File: src/rtl/intr_grp_pkg.sv
package intr_grp_pkg;

  localparam int WORD_W = 32;

  typedef enum logic [2:0] {
    REG_STATUS  = 3'd0,
    REG_MASK    = 3'd1,
    REG_ENABLE  = 3'd2,
    REG_DISABLE = 3'd3,
    REG_TRIGGER = 3'd4,
    REG_NONE    = 3'd7
  } reg_sel_e;

  // Clear first, then set, so a set in the same cycle wins; reserved bits forced to 0.
  function automatic logic [WORD_W-1:0] clear_then_set(
    input logic [WORD_W-1:0] cur,
    input logic [WORD_W-1:0] clr,
    input logic [WORD_W-1:0] set,
    input logic [WORD_W-1:0] valid
  );
    return ((cur & ~clr) | set) & valid;
  endfunction

  function automatic logic any_pending(
    input logic [WORD_W-1:0] status,
    input logic [WORD_W-1:0] mask
  );
    return |(status & ~mask);
  endfunction

endpackage

File: src/rtl/intr_grp_decode.sv
module intr_grp_decode
  import intr_grp_pkg::*;
#(
  parameter int ADDR_W = 5
) (
  input  logic              bus_sel,
  input  logic              bus_wr,
  input  logic [ADDR_W-1:0] bus_addr,
  output reg_sel_e          hit,
  output logic              rd_en,
  output logic              wr_status,
  output logic              wr_enable,
  output logic              wr_disable,
  output logic              wr_trigger
);

  localparam int IDX_W = ADDR_W - 2;

  logic [IDX_W-1:0] idx;
  logic             aligned;
  logic             wr_any;

  assign idx     = bus_addr[ADDR_W-1:2];
  assign aligned = (bus_addr[1:0] == 2'b00);

  always_comb begin
    hit = REG_NONE;
    if (aligned) begin
      case (idx)
        IDX_W'(0): hit = REG_STATUS;
        IDX_W'(1): hit = REG_MASK;
        IDX_W'(2): hit = REG_ENABLE;
        IDX_W'(3): hit = REG_DISABLE;
        IDX_W'(4): hit = REG_TRIGGER;
        default:   hit = REG_NONE;
      endcase
    end
  end

  assign rd_en      = bus_sel && !bus_wr;
  assign wr_any     = bus_sel && bus_wr;
  assign wr_status  = wr_any && (hit == REG_STATUS);
  assign wr_enable  = wr_any && (hit == REG_ENABLE);
  assign wr_disable = wr_any && (hit == REG_DISABLE);
  assign wr_trigger = wr_any && (hit == REG_TRIGGER);

endmodule

File: src/rtl/intr_grp_bits.sv
module intr_grp_bits
  import intr_grp_pkg::*;
#(
  parameter logic [WORD_W-1:0] VALID_MASK = 32'h0FFF_FFFF
) (
  input  logic              clk,
  input  logic              rst_n,
  input  logic [WORD_W-1:0] st_clr,
  input  logic [WORD_W-1:0] st_set,
  input  logic [WORD_W-1:0] mk_clr,
  input  logic [WORD_W-1:0] mk_set,
  output logic [WORD_W-1:0] status_q,
  output logic [WORD_W-1:0] mask_q
);

  logic [WORD_W-1:0] st_nxt;
  logic [WORD_W-1:0] mk_nxt;

  assign st_nxt = clear_then_set(status_q, st_clr, st_set, VALID_MASK);
  assign mk_nxt = clear_then_set(mask_q, mk_clr, mk_set, VALID_MASK);

  always_ff @(posedge clk or negedge rst_n) begin
    if (!rst_n) begin
      status_q <= '0;
      mask_q   <= VALID_MASK;
    end else begin
      status_q <= st_nxt;
      mask_q   <= mk_nxt;
    end
  end

endmodule

File: src/rtl/intr_grp_irq.sv
module intr_grp_irq
  import intr_grp_pkg::*;
(
  input  logic              clk,
  input  logic              rst_n,
  input  logic [WORD_W-1:0] status_q,
  input  logic [WORD_W-1:0] mask_q,
  output logic              pending_c,
  output logic              irq_q
);

  assign pending_c = any_pending(status_q, mask_q);

  always_ff @(posedge clk or negedge rst_n) begin
    if (!rst_n) irq_q <= 1'b0;
    else        irq_q <= pending_c;
  end

endmodule

File: src/rtl/intr_grp.sv
module intr_grp
  import intr_grp_pkg::*;
#(
  parameter logic [31:0] VALID_MASK = 32'h0FFF_FFFF,
  parameter int          ADDR_W     = 5
) (
  input  logic              clk,
  input  logic              rst_n,
  input  logic              bus_sel,
  input  logic              bus_wr,
  input  logic [ADDR_W-1:0] bus_addr,
  input  logic [31:0]       bus_wdata,
  output logic [31:0]       bus_rdata,
  input  logic [31:0]       evt_set,
  output logic              irq
);

  reg_sel_e          hit;
  logic              rd_en;
  logic              wr_status;
  logic              wr_enable;
  logic              wr_disable;
  logic              wr_trigger;
  logic [WORD_W-1:0] st_clr;
  logic [WORD_W-1:0] st_set;
  logic [WORD_W-1:0] mk_clr;
  logic [WORD_W-1:0] mk_set;
  logic [WORD_W-1:0] status_q;
  logic [WORD_W-1:0] mask_q;
  logic              pending_c;

  intr_grp_decode #(.ADDR_W(ADDR_W)) u_dec (
    .bus_sel    (bus_sel),
    .bus_wr     (bus_wr),
    .bus_addr   (bus_addr),
    .hit        (hit),
    .rd_en      (rd_en),
    .wr_status  (wr_status),
    .wr_enable  (wr_enable),
    .wr_disable (wr_disable),
    .wr_trigger (wr_trigger)
  );

  // Write-1-to-clear data only on a status write; set sources merge trigger and events.
  assign st_clr = wr_status  ? bus_wdata : '0;
  assign st_set = (wr_trigger ? bus_wdata : '0) | evt_set;
  assign mk_clr = wr_enable  ? bus_wdata : '0;
  assign mk_set = wr_disable ? bus_wdata : '0;

  intr_grp_bits #(.VALID_MASK(VALID_MASK)) u_bits (
    .clk      (clk),
    .rst_n    (rst_n),
    .st_clr   (st_clr),
    .st_set   (st_set),
    .mk_clr   (mk_clr),
    .mk_set   (mk_set),
    .status_q (status_q),
    .mask_q   (mask_q)
  );

  intr_grp_irq u_irq (
    .clk       (clk),
    .rst_n     (rst_n),
    .status_q  (status_q),
    .mask_q    (mask_q),
    .pending_c (pending_c),
    .irq_q     (irq)
  );

  // Strobe registers store nothing and read as zero, like unmapped offsets.
  always_comb begin
    bus_rdata = '0;
    if (rd_en) begin
      case (hit)
        REG_STATUS: bus_rdata = status_q;
        REG_MASK:   bus_rdata = mask_q;
        default:    bus_rdata = '0;
      endcase
    end
  end

endmodule

File: config.mk
export PLATFORM = sky130hd
export DESIGN_NAME = intr_grp
export DESIGN_NICKNAME = d
export VERILOG_FILES = /design/src/rtl/intr_grp_pkg.sv /design/src/rtl/intr_grp_decode.sv /design/src/rtl/intr_grp_bits.sv /design/src/rtl/intr_grp_irq.sv /design/src/rtl/intr_grp.sv
export SDC_FILE = /design/constraint.sdc
export NUM_CORES = 1
export LEC_CHECK = 0
export BUFFER_PORTS_ARGS = -buffer_cell sky130_fd_sc_hd__buf_2
export CAP_MARGIN = 20
export CORE_ASPECT_RATIO = 1.75
export CORE_MARGIN = 3
export CORE_UTILIZATION = 50
export DETAILED_ROUTE_END_ITERATION = 10
export GPL_TIMING_DRIVEN = 0
export HOLD_SLACK_MARGIN = 0.06
export MAX_ROUTING_LAYER = met4
export PLACE_DENSITY_LB_ADDON = 0.1
export RECOVER_POWER = 100
export SLEW_MARGIN = 10
export SYNTH_ARGS = -nofsm -noshare
export SYNTH_HDL_FRONTEND = slang
export SYNTH_SLANG_ARGS = --single-unit
File: constraint.sdc
create_clock -name clk -period 1.23 [get_ports clk]
set_input_delay 0.1845 -clock clk [delete_from_list [all_inputs] [get_ports clk]]
set_output_delay 0.1845 -clock clk [all_outputs]
set_load 0.05 [all_outputs]
==> qor.yml, run 1 <==
status: "finished, violations left"
violations: "setup timing"
slowest_delay_ps: 330
drv_cap: 0
synth_area_sq_mm: 0.003194
setup_violations: 65
clk_path_buf_depth: 2
min_path_type: "in -> reg"
ys_top_cells_by_count: "dfrtp_1, nor2_1"
cts_made_buffers: 9
antenna_found_initial: 1
skew_ps: 4.032
core_area_sq_mm: 0.006018
sw_frac_of_total_pct: 27.90
peakVddDrop_mv: 1.062
synth_compound_area_share_pct: 16.14
avgSynthCellArea_sq_um: 10.61
synth_xor_area_share_pct: 0
viasPerCell: 5.859
min_period_ps: 1480
synthDistinctLibCells: 26
worst_pin_slew_ps: 783.9
p_clk_share_pct: 33.1
yosysSeqAreaShare_pct: 45.75
tns_ps: -7500
die_w_microns: 66.42
final_max_slew_viol_count: 0
synth-seq-cells: 57
vias: 3281
path_max_fanout: 10
port_buffers: 93
p_leak_nw: 2.425
final_nets: 549
start_util_pct: 53.08
p_seq_share_pct: 43.2
fmax_mhz: 675.5
grt_pass1_vias: 3524
synth-edff-count: 0
grt_use_total_pct: 33.34
die_area_sq_mm: 0.007421
path_buf_inv: 4
end_kind: "output port"
syn_inst: 301
h-tree-depth: 3
yosys_warnings: 0
powerDensity_mw_per_mm2: 950.2
ant_nets: 0
clkTransAtPathRegs_ps: 60
layout-drive-gt1-share_pct: 64.24
critical_path.slowest_cell: "mux2i_2"
first_pass_iters: 5
arrival_ps: 1300
crit_top_cell: "buf_6"
fillers: 254
hold_violations: 0
gp_congestion: 0.8263
switchingPower_w: 0.001434
synth_area_leaders: "dfstp_2, dfrtp_1, mux2_4, a311o_1, mux2i_1"
path_class: "in -> out"
cts_tree: "built"
synth-main-ff-cell: "dfrtp_1"
yosys.area.top_type: "dfstp_2"
setup_ws_ps: -250.3
cp.required_ps: 1050
cts.sinks: 57
cp-start-kind: "input port"
relSlewSlack_pct: 47.74
rsz0062_at_grt: "yes"
wl_per_cell_microns: 21.88
drcViolationCount: 0
intPower_w: 0.003707
synthMuxAreaShare_pct: 20.99
p_total_w: 0.005141
io_pins: 106
synth_simple_gate_area_share_pct: 9.557
fin_crit_sh_pct: 120.4
clk-insertion-delay-late_ps: 350
drt_iter0_drc: 270
routed_wl_mm: 12.26
synth_top_area_share_pct: 23.03
grt_overflow: 0
synth_async_sr_flop_share_pct: 100.0
grt_max_degree: 58
grt_first_pass_wirelength_mm: 17.87
dp_hpwl_mm: 6.501
die_h_microns: 111.7
synth_top_family_by_area: "multiplexers"
worstPathCellList: "buf_2 > buf_6 > buf_8 > mux2i_2 > nor2_4 > buf_6"
share_comb_of_total_power_pct: 23.7
syn2layout_area_growth_pct: 69.37
cts-root-buf: "clkbuf_8"
crit_family: "buffers and inverters"
synth_adder_area_share_pct: 0
rows: 37
registers in the layout, summed over array words and instances (netlist names):
register / flops
u_bits.mask_q: 28
u_bits.status_q: 28
u_irq.irq_q: 1
placed cells by master (no fill, tap or decap), drive strengths merged:
cell,n
buf,142
dlygate4sd3,29
dfrtp,29
nor2,29
inv,28
a311o,28
nand2,28
dfstp,28
mux2i,28
mux2,28
clkbuf,27
a21oi,26
o22ai,13
conb,4
nor4,3
a21boi,2
clkinv,2
nor3,2
diode,1
nand4bb,1
nor3b,1
nand3,1
a221oi,1
nand4,1
logic make-up after synthesis:
| family | Yosys count |
|---|---|
| AO/OA/AOI/OAI | 70 |
| buffers and inverters | 51 |
| flip-flops | 57 |
| multiplexers | 56 |
| other | 1 |
| AND/OR/NAND/NOR | 66 |
through the flow:
stage	hold slack [ps]	area [sq um]	instances	worst slack, ps	util, %
after floorplan	-111.1	3580	304	-149.4	-
after global placement	383.1	4143	475	-496.1	68.84
after detailed placement	279.5	4145	475	-507.1	68.88
after CTS	107.1	5259	549	-213.2	87.38
after global routing	119.6	5410	560	-279.6	89.90
final	122.3	5410	560	-250.3	89.90
what timing repair did:
action	4_1_cts	5_1_grt
endpoints found under the setup margin	50	73
endpoints found under the hold margin	57	0
hold buffers	29	0
pin swaps	26	2
buffers inserted	29	8
cloned	0	2
gates resized for setup	109	22
final timing paths:
check	cells after the start	to	slack [ps]	startpoint
max in group asynchronous	2	u_bits.status_q[27]	230	rst_n
worst min-delay path	2	u_bits.status_q[1]	120	bus_wdata[1]
worst max-delay path	6	bus_rdata[14]	-250	bus_addr[2]
worst max register to register	4	u_irq.irq_q	-180	u_bits.mask_q[26]
min in group asynchronous	2	u_bits.status_q[22]	470	rst_n
worst min register to register	2	u_irq.irq_q	630	u_bits.status_q[25]
area by class of cell:
cell class | count | area (sq um) | share of cell area, %
Multi-Input combinational cell | 196 | 2019 | 37.33
Sequential cell | 57 | 1461 | 27.01
Timing Repair Buffer | 161 | 1289 | 23.82
Buffer | 23 | 242.7 | 4.487
Clock buffer | 14 | 182.7 | 3.376
Inverter | 28 | 105.1 | 1.943
Tap cell | 78 | 97.59 | 1.804
Clock inverter | 2 | 10.01 | 0.1850
Antenna cell | 1 | 2.502 | 0.04625
metal layers:
metal / part of all wire, % / up-vias / GRT usage, % / routed length, microns
li1: - / 1430 / - / -
met1: 35 / 1651 / 34.44 / 4261
met3: 5.2 / 46 / 7.467 / 635
met2: 56 / 154 / 57.20 / 6844
met5: 0 / - / - / 0
met4: 4.2 / 0 / 17.10 / 514
power by group through the flow:
stage	logic [W]	clock network [W]	registers (W)
2_1_floorplan	0.000482	0	0.00220
3_3_place_gp	0.000714	0	0.00223
3_5_place_dp	0.000729	0	0.00224
4_1_cts	0.00111	0.00172	0.00220
5_1_grt	0.00127	0.00181	0.00223
6_report	0.00122	0.00170	0.00222
No activity file was read; power rests on OpenSTA's default activity.
==> run 2, diff against run 1 <==
==> constraint.sdc (replaced) <==
create_clock -name clk -period 1.23 [get_ports clk]
set_input_delay 0.0615 -clock clk [delete_from_list [all_inputs] [get_ports clk]]
set_output_delay 0.0615 -clock clk [all_outputs]
set_load 0.05 [all_outputs]
==> qor.yml, run 2 (synthesized netlist as in run 1, its figures left out) <==
critical_path.slowest_cell: "dfstp_2"  # was mux2i_2
hold_violations: 0  # unchanged
grt_first_pass_wirelength_mm: 16.70  # was 17.87 mm
instances_no_fill: 560  # unchanged
tns_ps: -2242  # was -7500 ps
cts_tree: "built"  # unchanged
peakVddDrop_mv: 0.7213  # was 1.062 mV
p_clk_share_pct: 32.9  # was 33.1%
violations: "setup timing"  # unchanged
port_buffers: 93  # unchanged
status: "finished, violations left"  # unchanged
switchingPower_w: 0.001207  # was 0.001434 W
path_max_fanout: 3  # was 10
grt_max_degree: 32  # was 58
core_area_sq_mm: 0.006018  # unchanged
grt_pass1_vias: 3496  # was 3524
clk_path_buf_depth: 2  # unchanged
h-tree-depth: 3  # unchanged
routed_wl_mm: 10.57  # was 12.26 mm
die_area_sq_mm: 0.007421  # unchanged
intPower_w: 0.003442  # was 0.003707 W
layout_commonest_cell: "buf_2"  # unchanged
final_max_slew_viol_count: 0  # unchanged
powerDensity_mw_per_mm2: 940.8  # was 950.2 mW/mm^2
die_w_microns: 66.42  # unchanged
share_comb_of_total_power_pct: 19.8  # was 23.7%
p_leak_nw: 2.303  # was 2.425 nW
layout-drive-gt1-share_pct: 49.17  # was 64.24%
io_pins: 106  # unchanged
dp_hpwl_mm: 6.349  # was 6.501 mm
ant_nets: 0  # unchanged
postLayoutCoreUtil_pct: 82.12  # was 89.90%
first_pass_iters: 5  # unchanged
worst_pin_slew_ps: 663.7  # was 783.9 ps
wl_per_cell_microns: 18.87  # was 21.88 microns
setup_ws_ps: -115.0  # was -250.3 ps
start_util_pct: 53.08  # unchanged
clk-insertion-delay-late_ps: 340  # was 350 ps
slowest_delay_ps: 540  # was 330 ps
min_period_ps: 1345  # was 1480 ps
diodes: 0  # was 1
cts-root-buf: "clkbuf_8"  # unchanged
sw_frac_of_total_pct: 25.96  # was 27.90%
drcViolationCount: 0  # unchanged
drv_cap: 0  # unchanged
cts_made_buffers: 9  # unchanged
fmax_mhz: 743.5  # was 675.5 MHz
rows: 37  # unchanged
end_kind: "output port"  # unchanged
relSlewSlack_pct: 55.76  # was 47.74%
path_class: "reg -> out"  # was in -> out
drt_iter0_drc: 180  # was 270
worst_r2r_endpoint: "u_irq.irq_q"  # unchanged
fin_crit_sh_pct: 109.3  # was 120.4%
dp.cells: 476  # was 475
rsz0062_at_grt: "yes"  # unchanged
clkTransAtPathRegs_ps: 60  # about the same
reg_top3: "u_bits.mask_q x28, u_bits.status_q x28, u_irq.irq_q x1"  # unchanged
rr_worst_depth: 4  # unchanged
fillers: 386  # was 254
setup_violations: 34  # was 65
r2r_slack_ps: -100  # was -180 ps
viasPerCell: 5.573  # was 5.859
grt_use_total_pct: 31.13  # was 33.34%
final_cell_mix: "buf_2, dlygate4sd3_1, buf_6"  # was buf_2, buf_4, dlygate4sd3_1, dfrtp_1
cts.sinks: 57  # unchanged
skew_ps: 7.720  # was 4.032 ps
min_path_type: "in -> reg"  # unchanged
cp-start-kind: "flip-flop"  # was input port
grt_overflow: 0  # unchanged
worstPathCellList: "mux2i_1 > nor2_1 > buf_6"  # was buf_2 > buf_6 > buf_8 > mux2i_2 > nor2_4 > buf_6
die_h_microns: 111.7  # unchanged
crit-reg2reg-launch: "u_bits.mask_q[22]"  # was u_bits.mask_q[26]
syn2layout_area_growth_pct: 54.72  # was 69.37%
gp_congestion: 0.8456  # was 0.8263
vias: 3121  # was 3281
antenna_found_initial: 0  # was 1
p_seq_share_pct: 47.3  # was 43.2%
cp-endpoint: "bus_rdata[5]"  # was bus_rdata[14]
p_total_w: 0.004649  # was 0.005141 W
final_nets: 551  # was 549
arrival_ps: 1280  # was 1300 ps
cp.required_ps: 1170  # was 1050 ps
crit_start: "u_bits.mask_q[5]"  # was bus_addr[2]
## run 2: changes by cell type in the layout (fill, tap and decap cells not counted), sizes merged
| cell | before | now |
|---|---|---|
| clkinv | 2 | 0 |
| clkbuf | 27 | 28 |
| dlygate4sd3 | 29 | 57 |
| diode | 1 | 0 |
| buf | 142 | 116 |
## run 2: routing by layer
layer  share of wire [%]  global-route usage [%]
met3                 4.8                   6.660
met4                 4.6                   15.74
met2                  54                   53.95
met1                  36                   31.93
met5                   0                       -
## run 2: repair_timing
item	in CTS	in global routing
gates resized for setup	70	7
hold buffers	57	0
pin swaps	10	6
setup buffers	12	0
setup endpoints to repair	49	43
hold endpoints to repair	41	0
## run 2: final cells by class
cell class	instances	area (sq um)	share of cell area (%)
Buffer	23	168.9	3.418
Clock buffer	15	166.4	3.367
Inverter	28	105.1	2.127
Multi-Input combinational cell	196	1638	33.14
Sequential cell	57	1461	29.57
Tap cell	78	97.59	1.975
Timing Repair Buffer	163	1305	26.41
## run 2: per-stage QoR
stage,hold WS [ps],area (sq um),setup WS [ps]
after floorplan,-234.1,3306,-140.0
after global placement,260.7,3869,-529.8
after detailed placement,115.1,3889,-548.9
after CTS,145.9,4947,-115.6
after global routing,184.9,4942,-195.9
final,178.8,4942,-115.0
## run 2: power by group through the flow
stage	logic (W)	clock network (W)	registers, W
after global placement	0.000654	0	0.00223
after CTS	0.000912	0.00155	0.00219
final	0.000921	0.00153	0.00220
after floorplan	0.000422	0	0.00220
after detailed placement	0.000675	0	0.00224
after global routing	0.000981	0.00164	0.00221
## run 2: how the worst min path moves through the flow
stage | start | end | slack, ps | depth (start not counted)
after CTS | bus_addr[4] | u_bits.mask_q[5] | 150 | 4
after floorplan | rst_n | u_bits.status_q[0] | -230 | 0
after global routing | bus_addr[4] | u_bits.mask_q[5] | 180 | 4
after global placement | evt_set[15] | u_bits.status_q[15] | 260 | 2
final | bus_addr[4] | u_bits.mask_q[5] | 180 | 4
after detailed placement | rst_n | u_bits.status_q[23] | 120 | 1
## run 2: worst max-delay path, delay by kind of cell (launching register included)
family	cells	cell delay, ps
buffers and inverters	1	180
flip-flops	1	540
multiplexers	1	70
AND/OR/NAND/NOR	1	160
